==> config.mk <==
export PLATFORM = sky130hd
export DESIGN_NAME = rxn_timer
export DESIGN_NICKNAME = d
export VERILOG_FILES = /design/src/rtl/rxn_pkg.sv /design/src/rtl/rxn_sync.sv /design/src/rtl/rxn_prescaler.sv /design/src/rtl/rxn_bcd_chain.sv /design/src/rtl/rxn_timer.sv
export SDC_FILE = /design/constraint.sdc
export NUM_CORES = 1
export LEC_CHECK = 0
export CAP_MARGIN = 10
export CORE_MARGIN = 2
export CORE_UTILIZATION = 40
export DETAILED_ROUTE_END_ITERATION = 16
export PLACE_DENSITY = 0.67
export SLEW_MARGIN = 20
export SYNTH_ARGS = -nofsm -noshare
export SYNTH_HDL_FRONTEND = slang
export SYNTH_SLANG_ARGS = --single-unit
==> constraint.sdc <==
create_clock -name clk -period 1.7 [get_ports clk]
set_clock_uncertainty 0.05 [all_clocks]
set_input_delay 0.255 -clock clk [delete_from_list [all_inputs] [get_ports clk]]
set_output_delay 0.255 -clock clk [all_outputs]
set_load 0.1 [all_outputs]
==> src/rtl/rxn_pkg.sv <==
package rxn_pkg;
  localparam int unsigned DIGIT_W = 4;
  localparam int unsigned SEG_W   = 7;

  typedef logic [DIGIT_W-1:0] digit_t;
  typedef logic [SEG_W-1:0]   seg_t;

  function automatic seg_t digit_to_seg(input digit_t d);
    seg_t s;
    case (d)
      4'd0:    s = 7'h3F;
      4'd1:    s = 7'h06;
      4'd2:    s = 7'h5B;
      4'd3:    s = 7'h4F;
      4'd4:    s = 7'h66;
      4'd5:    s = 7'h6D;
      4'd6:    s = 7'h7D;
      4'd7:    s = 7'h07;
      4'd8:    s = 7'h7F;
      4'd9:    s = 7'h6F;
      default: s = 7'h00;
    endcase
    return s;
  endfunction
endpackage

==> src/rtl/rxn_sync.sv <==
module rxn_sync #(
  parameter int unsigned STAGES = 2
) (
  input  logic clk,
  input  logic rst_n,
  input  logic async_in,
  output logic sync_out
);
  logic [STAGES-1:0] chain_q;
  logic [STAGES-1:0] chain_d;

  always_comb begin
    chain_d = {chain_q[STAGES-2:0], async_in};
  end

  // reset to the idle level of the button (released = 1)
  always_ff @(posedge clk or negedge rst_n) begin
    if (!rst_n) chain_q <= '1;
    else        chain_q <= chain_d;
  end

  assign sync_out = chain_q[STAGES-1];
endmodule

==> src/rtl/rxn_prescaler.sv <==
module rxn_prescaler #(
  parameter int unsigned DIV_W = 10
) (
  input  logic clk,
  input  logic rst_n,
  input  logic run,
  output logic tick
);
  logic [DIV_W-1:0] cnt_q;
  logic [DIV_W-1:0] cnt_d;

  assign tick = run && (cnt_q == {DIV_W{1'b1}});

  always_comb begin
    if (run) cnt_d = cnt_q + 1'b1;
    else     cnt_d = '0;
  end

  always_ff @(posedge clk or negedge rst_n) begin
    if (!rst_n) cnt_q <= '0;
    else        cnt_q <= cnt_d;
  end
endmodule

==> src/rtl/rxn_bcd_chain.sv <==
module rxn_bcd_chain
  import rxn_pkg::*;
#(
  parameter int unsigned NUM_DIGITS = 2
) (
  input  logic                          clk,
  input  logic                          rst_n,
  input  logic                          adv,
  output logic [NUM_DIGITS*DIGIT_W-1:0] digits
);
  digit_t              dig_q [NUM_DIGITS];
  digit_t              dig_d [NUM_DIGITS];
  logic [NUM_DIGITS:0] carry;
  logic [NUM_DIGITS-1:0] is_nine;
  logic                all_nine;
  logic                step;

  assign all_nine = &is_nine;
  assign step     = adv && !all_nine;
  assign carry[0] = step;

  for (genvar i = 0; i < NUM_DIGITS; i++) begin : g_digit
    assign is_nine[i]  = (dig_q[i] == 4'd9);
    assign carry[i+1]  = carry[i] && is_nine[i];

    always_comb begin
      if (carry[i]) dig_d[i] = is_nine[i] ? 4'd0 : dig_q[i] + 4'd1;
      else          dig_d[i] = dig_q[i];
    end

    always_ff @(posedge clk or negedge rst_n) begin
      if (!rst_n) dig_q[i] <= '0;
      else        dig_q[i] <= dig_d[i];
    end

    assign digits[i*DIGIT_W +: DIGIT_W] = dig_q[i];
  end
endmodule

==> src/rtl/rxn_timer.sv <==
module rxn_timer
  import rxn_pkg::*;
#(
  parameter int unsigned DIV_W       = 10,
  parameter int unsigned SYNC_STAGES = 2
) (
  input  logic       clk,
  input  logic       rst_n,
  input  logic       start_pulse,
  input  logic       button_n,
  output logic       led,
  output logic [3:0] digit_ones,
  output logic [3:0] digit_tens,
  output logic [6:0] seg_ones,
  output logic [6:0] seg_tens
);
  localparam int unsigned NUM_DIGITS = 2;

  logic btn_sync_n;
  logic btn_pressed;
  logic timing_q;
  logic timing_d;
  logic tick;
  logic [NUM_DIGITS*DIGIT_W-1:0] digits;

  rxn_sync #(.STAGES(SYNC_STAGES)) u_sync (
    .clk(clk), .rst_n(rst_n), .async_in(button_n), .sync_out(btn_sync_n)
  );

  assign btn_pressed = !btn_sync_n;

  // press has priority; a start while timing leaves the state as it is
  always_comb begin
    timing_d = timing_q;
    if (btn_pressed)      timing_d = 1'b0;
    else if (start_pulse) timing_d = 1'b1;
  end

  always_ff @(posedge clk or negedge rst_n) begin
    if (!rst_n) timing_q <= 1'b0;
    else        timing_q <= timing_d;
  end

  rxn_prescaler #(.DIV_W(DIV_W)) u_presc (
    .clk(clk), .rst_n(rst_n), .run(timing_q), .tick(tick)
  );

  rxn_bcd_chain #(.NUM_DIGITS(NUM_DIGITS)) u_bcd (
    .clk(clk), .rst_n(rst_n), .adv(tick), .digits(digits)
  );

  assign led        = timing_q;
  assign digit_ones = digits[3:0];
  assign digit_tens = digits[7:4];
  assign seg_ones   = digit_to_seg(digit_ones);
  assign seg_tens   = digit_to_seg(digit_tens);
endmodule

==> reports/qor.csv, run 1 <==
stage,metric,value,unit
layout,# diodes,0,
setup_path,crit path launch type,register,
flow_run,Max Cap Viol,0,
layout,Final Cell Area,2670,µm²
detailed_routing,routed vias/inst,5.17,
logic_synthesis,Netlist Area Pre-Place,1370,µm²
layout,layout cells sized above 1,61.1,%
global_route,number of antenna violations at the first check in global routing,0,
timing,Max-slew headroom,80.2,%
detailed_routing,TritonRoute pass-1 iters,4,
floorplan,starting density of the core,41.3,%
clock_tree,CTS Hold Bufs,0,
timing,min Tclk post-route,1.96,ns
logic_synthesis,Mapped Cells,143,
logic_synthesis,yosys warns,0,
placement,PortBufs,26,
logic_synthesis,synth top area cells,"dfrtp_1 35%, ha_1 16%, xnor2_1 5.8%",
floorplan,Die Wd,62.5,µm
timing,Fmax,511,MHz
layout,"commonest non-fill, non-tap cells in the layout","24 x buf_4, 23 x buf_12, 12 x ha_4, 10 x dfrtp_1, 9 x and2_1",
setup_path,Worst Path Max Fanout,5,
detailed_routing,wire per inst,16.7,µm
run_status,failing checks,negative setup slack,
logic_synthesis,Yosys cell types,33,
timing,RSZ-0062 raised after global routing,true,
logic_synthesis,Yosys reg bits,21,
placement,"Cell Area, Placed",2230,µm²
logic_synthesis,syn_nets,164,
clock_tree,htree depth,1,
detailed_routing,post-route ant nets,0,
clock_tree,later-pin clock latency in the skew report,0.31,ns
floorplan,row cnt,21,
clock_tree,Clock Root Buffer,clkbuf_4,
timing,final setup fails,21,
hold_path,Min-Delay Path Class,primary input to async pin,
layout,"Cell Count, Final, Fillers Out",244,
timing,final hold violations,0,
placement,pre-CTS setup slack,0.00781,ns
setup_path,kind of critical path,register to output port,
global_route,largest net degree at the start of global routing,19,
placement,Placed Cells incl. Taps,216,
floorplan,core area,3310,µm²
timing,Worst-Margin Slew,0.295,ns
power_and_ir_drop,pwr dens,309,nW/µm²
placement,gp weighted congestion,0.836,
layout,Post-Route Utilization,80.7,%
clock_tree,Clock Tree Buf Depth,2,
clock_tree,clk sink count,21,
logic_synthesis,synthesized area per cell,9.56,µm²
detailed_routing,# DRC,0,
clock_tree,clk slew on worst S/H paths,0.12,ns
setup_path,CP arrival,1.65,ns
layout,final-stage net count,220,
placement,DP HPWL,2.36,mm
logic_synthesis,sequential share of the synthesized area,38.6,%
timing,max-slew violations,0,
power_and_ir_drop,Leak Pwr,0.00111,µW
detailed_routing,drt initial violations,32,
global_route,Total GRT Usage,18.2,%
floorplan,top-level port count,27,
logic_synthesis,Yosys top cell by area,dfrtp_1,
detailed_routing,Routed WL,4.09,mm
global_route,vias in the first global route,1283,
floorplan,Die H,62.5,µm
global_route,grt total ovfl,0,
logic_synthesis,post-synth top area share,34.8,%
power_and_ir_drop,maximum vdd drop,0.450,mV
detailed_routing,routed via count,1262,
clock_tree,CTS tree,done,
timing,Tcrit/Tclk final,115,%
setup_path,Worst EP required,1.39,ns
layout,area grow syn2layout,95.2,%
floorplan,die area,3900,µm²
global_route,global-route wire length before repair,5.85,mm
setup_path,Critical Path Sink Type,output port,
run_status,status,"finished, violations left",
clock_tree,Num CTS Buffers,3,
layout,"commonest non-fill, non-tap cell in the layout",buf_4,
timing,setup slack after layout,-0.257,ns
==> metal layers <==
layer / wire length (µm) / GRT usage, %
met5: 0 / 0
met1: 1650 / 23.5
met4: 69 / 5.56
met3: 116 / 2.70
met2: 2250 / 31.5
==> through the flow <==
| step | hold WS, ns | setup TNS [ns] | total power, µW |
|---|---|---|---|
| finish | 0.0677 | -3.47 | 825 |
| global route | 0.0869 | -4.51 | 847 |
| CTS | 0.0822 | -2.83 | 811 |
| detailed placement | 0.304 | 0 | 574 |
| global placement | 0.298 | 0 | 573 |
| floorplan | -0.0906 | -2.85 | 545 |
==> where the power goes <==
group | total (µW) | switching, µW | internal [µW]
Combinational | 52.5 | 28.0 | 24.5
Sequential | 522 | 12.7 | 509
Clock | 250 | 159 | 91.8
==> critical path: stages (launching register included) <==
cell,delay (ns)
dfrtp_4,0.56
inv_6,0.11
ha_4,0.14
inv_4,0.03
o21a_1,0.18
o22ai_4,0.13
buf_12,0.20
==> cells by family after synthesis <==
kind of cell / after synthesis / share of synthesized area (%)
and+or+nand+nor: 47 / 20.6
AOI/OAI and AO/OA: 29 / 12.3
DFF: 21 / 38.6
adders and majority gates: 17 / 15.6
buffers and inverters: 16 / 4.57
xor gates and xnor gates: 12 / 7.69
muxes: 1 / 0.732
==> path summary, 6_finish.rpt <==
kind | endpoint | startpoint | slack [ns] | cells after the start
hold / removal | led$_DFFE_PN0P_ | rst_n | 0.07 | 1
hold reg to reg | u_sync.chain_q[1]$_DFF_PN1_ | u_sync.chain_q[0]$_DFF_PN1_ | 0.32 | 0
setup reg to reg | u_bcd.digits[7]$_DFFE_PN0P_ | u_bcd.digits[4]$_DFFE_PN0P_ | -0.20 | 7
setup / recovery | seg_tens[5] | u_bcd.digits[4]$_DFFE_PN0P_ | -0.26 | 6
min in group clk | u_sync.chain_q[0]$_DFF_PN1_ | button_n | 0.28 | 1
max in group asynchronous | u_bcd.digits[4]$_DFFE_PN0P_ | rst_n | 1.04 | 2
==> registers in the layout, indices dropped and copies added (netlist names) <==
register and flops:
u_presc.cnt_q 10, u_bcd.digits 8, led 1, u_sync.chain_q 2
==> repair_timing <==
action | in CTS | in global routing
resized for setup | 28 | 19
buffers inserted | 14 | 9
setup endpoints to repair | 14 | 22
cloned | 0 | 1
pin swaps | 15 | 16
==> cells in the mapped netlist <==
cell type  number
nand3b_1        1
o21a_1          2
buf_2           2
nand4_4         1
ha_1           17
a22o_1          1
a21oi_1         5
dfstp_2         2
nor2_1          7
dfrtp_1        19
xor2_1          3
and4_1          1
nor2b_1         2
and3b_1         1
o21ai_1         2
a21o_1          2
nand4_1         2
clkbuf_1        3
nand2b_1        3
nor3_1          2
or4_1           1
and2_1          9
or3_1           1
inv_1          11
mux2i_1         1
and4_4          2
or2_0           1
o21ai_0        12
nand2_1         7
o22ai_1         4
a2bb2oi_1       1
nand3_1         6
xnor2_1         9
==> cell type report <==
class	count	area, µm²
inverter	11	71.3
clock buffer	4	26.3
multi-input combinational	107	1230
fill	190	641
tap	46	57.6
sequential	21	559
timing repair buffer	55	727
(Power assumes the default switching activity.)
==> run 2, diff against run 1 <==
CORE_UTILIZATION = 51   (was 40)
GPL_ROUTABILITY_DRIVEN = 0   (was not set)
PLACE_DENSITY = 0.79   (was 0.67)
clock period = 2 ns   (was 1.7 ns; I/O delays follow)
==> reports/qor.csv, run 2 (synthesized netlist as in run 1, its figures left out) <==
stage,metric,value,unit,change
global_route,number of antenna violations at the first check in global routing,0,,unchanged
detailed_routing,wire per inst,22.0,µm,+32%
placement,DP HPWL,2.28,mm,-3.2%
clock_tree,CTS Hold Bufs,0,,unchanged
setup_path,critical path depth,6,,unchanged
setup_path,worst r2r dst,u_bcd.digits[0]$_DFFE_PN0P_,,
placement,pre-CTS setup slack,0.208,ns,+0.200 ns
clock_tree,CTS tree,done,,
floorplan,top-level port count,27,,unchanged
global_route,grt total ovfl,0,,unchanged
detailed_routing,# DRC,0,,unchanged
layout,"commonest non-fill, non-tap cell in the layout",buf_12,,
detailed_routing,post-route ant nets,0,,unchanged
setup_path,crit path launch type,register,,
timing,final setup fails,5,,-76%
setup_path,Worst Path Max Fanout,5,,unchanged
layout,layout cells sized above 1,51.4,%,-9.7 points
run_status,failing checks,negative setup slack,,
layout,area grow syn2layout,72.6,%,
setup_path,Worst R2R Start,u_bcd.digits[5]$_DFFE_PN0P_,,
setup_path,worst r2r path cells,7,,unchanged
hold_path,Min-Delay Path Class,primary input to async pin,,
setup_path,"Slowest-stage cell, CP",dfrtp_4,,
setup_path,reg2reg setup slack,0.01,ns,+0.21 ns
setup_path,CP arrival,1.68,ns,+0.03 ns
clock_tree,Clock Root Buffer,clkbuf_4,,
timing,max-slew violations,0,,unchanged
placement,Placed Cells incl. Taps,196,,-9.3%
detailed_routing,routed via count,1310,,+3.8%
timing,Tcrit/Tclk final,101,%,
floorplan,starting density of the core,54.7,%,+13 points
run_status,status,"finished, violations left",,
setup_path,CP Cell Sequence,"inv_6, ha_4, inv_2, o21a_1, o22ai_4, buf_12",,
setup_path,launch point of the critical path,u_bcd.digits[4]$_DFFE_PN0P_,,
setup_path,CP max stage delay,0.54,ns,-0.02 ns
layout,fillers,69,,-64%
layout,# diodes,0,,unchanged
detailed_routing,Routed WL,4.69,mm,+15%
placement,PortBufs,26,,unchanged
clock_tree,htree depth,1,,unchanged
layout,"Cell Count, Final, Fillers Out",213,,-13%
setup_path,Worst EP required,1.65,ns,+0.26 ns
layout,Multi-input gate area,1090,µm²,-11%
clock_tree,clk sink count,21,,unchanged
power_and_ir_drop,Leak Pwr,0.000999,µW,-9.6%
power_and_ir_drop,pwr dens,291,nW/µm²,-5.8%
timing,WHS,0.258,ns,+0.190 ns
setup_path,Critical Path Sink Type,output port,,
floorplan,die area,3110,µm²,-20%
floorplan,row cnt,18,,-14%
layout,Biggest register,u_presc.cnt_q,,
timing,Worst-Margin Slew,0.441,ns,+0.145 ns
setup_path,"delay-heaviest family, CP",flip-flops,,
detailed_routing,drt initial violations,54,,+69%
detailed_routing,TritonRoute pass-1 iters,4,,unchanged
floorplan,Die H,55.8,µm,-11%
floorplan,Die Wd,55.8,µm,-11%
layout,max reg flops,10,,unchanged
layout,Final Cell Area,2360,µm²,-12%
timing,min Tclk post-route,2.03,ns,
timing,Fmax,493,MHz,
clock_tree,Num CTS Buffers,3,,unchanged
layout,area occupied by registers,556,µm²,-0.67%
global_route,vias in the first global route,1284,,+0.078%
global_route,Total GRT Usage,23.6,%,+5.4 points
detailed_routing,routed vias/inst,6.15,,+19%
timing,Max-slew headroom,70.3,%,-9.9 points
setup_path,crit path to,seg_tens[5],,
clock_tree,clk slew on worst S/H paths,0.12,ns,about the same
floorplan,core area,2500,µm²,-24%
timing,RSZ-0062 raised after global routing,true,,
global_route,global-route wire length before repair,5.87,mm,+0.34%
timing,setup TNS,-0.0787,ns,+3.39 ns
clock_tree,Clock Tree Buf Depth,2,,unchanged
layout,"commonest non-fill, non-tap cells in the layout","22 x buf_12, 15 x buf_4, 11 x dfrtp_1, 9 x xnor2_1, 9 x and2_1",,
layout,final-stage net count,205,,-6.8%
placement,"Cell Area, Placed",2120,µm²,-4.7%
clock_tree,later-pin clock latency in the skew report,0.32,ns,about the same
setup_path,kind of critical path,register to output port,,
timing,setup slack after layout,-0.0281,ns,+0.229 ns
flow_run,Max Cap Viol,0,,unchanged
global_route,largest net degree at the start of global routing,22,,+3
setup_path,WP buf/inv,3,,unchanged
power_and_ir_drop,maximum vdd drop,0.507,mV,+13%
timing,final hold violations,0,,unchanged
==> run 2: changes by cell type in the layout (fill, tap and decap cells not counted), sizes merged <==
cell / before / now
buf: 52 / 38
nand4: 4 / 3
==> run 2: final cells by class <==
class | instances | area share [%]
inverter | 11 | 2.39
sequential | 21 | 23.5
timing repair buffer | 41 | 25.2
multi-input combinational | 106 | 46.2
tap | 30 | 1.59
clock buffer | 4 | 1.11
==> run 2: worst register-to-register path, stage by stage (launching register included) <==
cell and delay (ns):
dfrtp_4 0.54, inv_6 0.11, buf_4 0.12, ha_1 0.17, nand3b_1 0.16, nor3_1 0.34
o21ai_0 0.26, o21ai_1 0.17
==> run 2: worst min-delay path by stage <==
| stage | end | start |
|---|---|---|
| after floorplan | led$_DFFE_PN0P_ | rst_n |
| after global placement | u_sync.chain_q[1]$_DFF_PN1_ | u_sync.chain_q[0]$_DFF_PN1_ |
| after detailed placement | u_sync.chain_q[1]$_DFF_PN1_ | u_sync.chain_q[0]$_DFF_PN1_ |
| after CTS | u_presc.cnt_q[8]$_DFF_PN0_ | rst_n |
| after global routing | u_bcd.digits[2]$_DFFE_PN0P_ | rst_n |
| final | u_bcd.digits[2]$_DFFE_PN0P_ | rst_n |
==> run 2: routing by layer <==
metal	routed length (µm)	global-route usage (%)	vias up
met1	1740	28.4	653
met4	257	10.5	0
met3	208	4.88	26
met2	2490	40.3	63
met5	0	0	-
li1	-	-	568
==> run 2: power by group <==
group / switching (µW) / internal [µW] / total (µW)
Combinational: 22.4 / 15.5 / 37.9
Sequential: 9.58 / 432 / 442
Clock: 129 / 78.1 / 207
==> run 2: per-stage QoR <==
step	power [µW]	utilization [%]
2_1_floorplan	463	-
3_3_place_gp	487	85.0
3_5_place_dp	488	85.0
4_1_cts	683	90.5
5_1_grt	704	94.4
6_report	686	94.4
==> run 2: timing repair <==
action,in CTS,in global routing
resized for setup,9,14
endpoints found under the setup margin,9,11
pin swaps,2,6
setup buffers,10,3
hold endpoints to repair,0,0
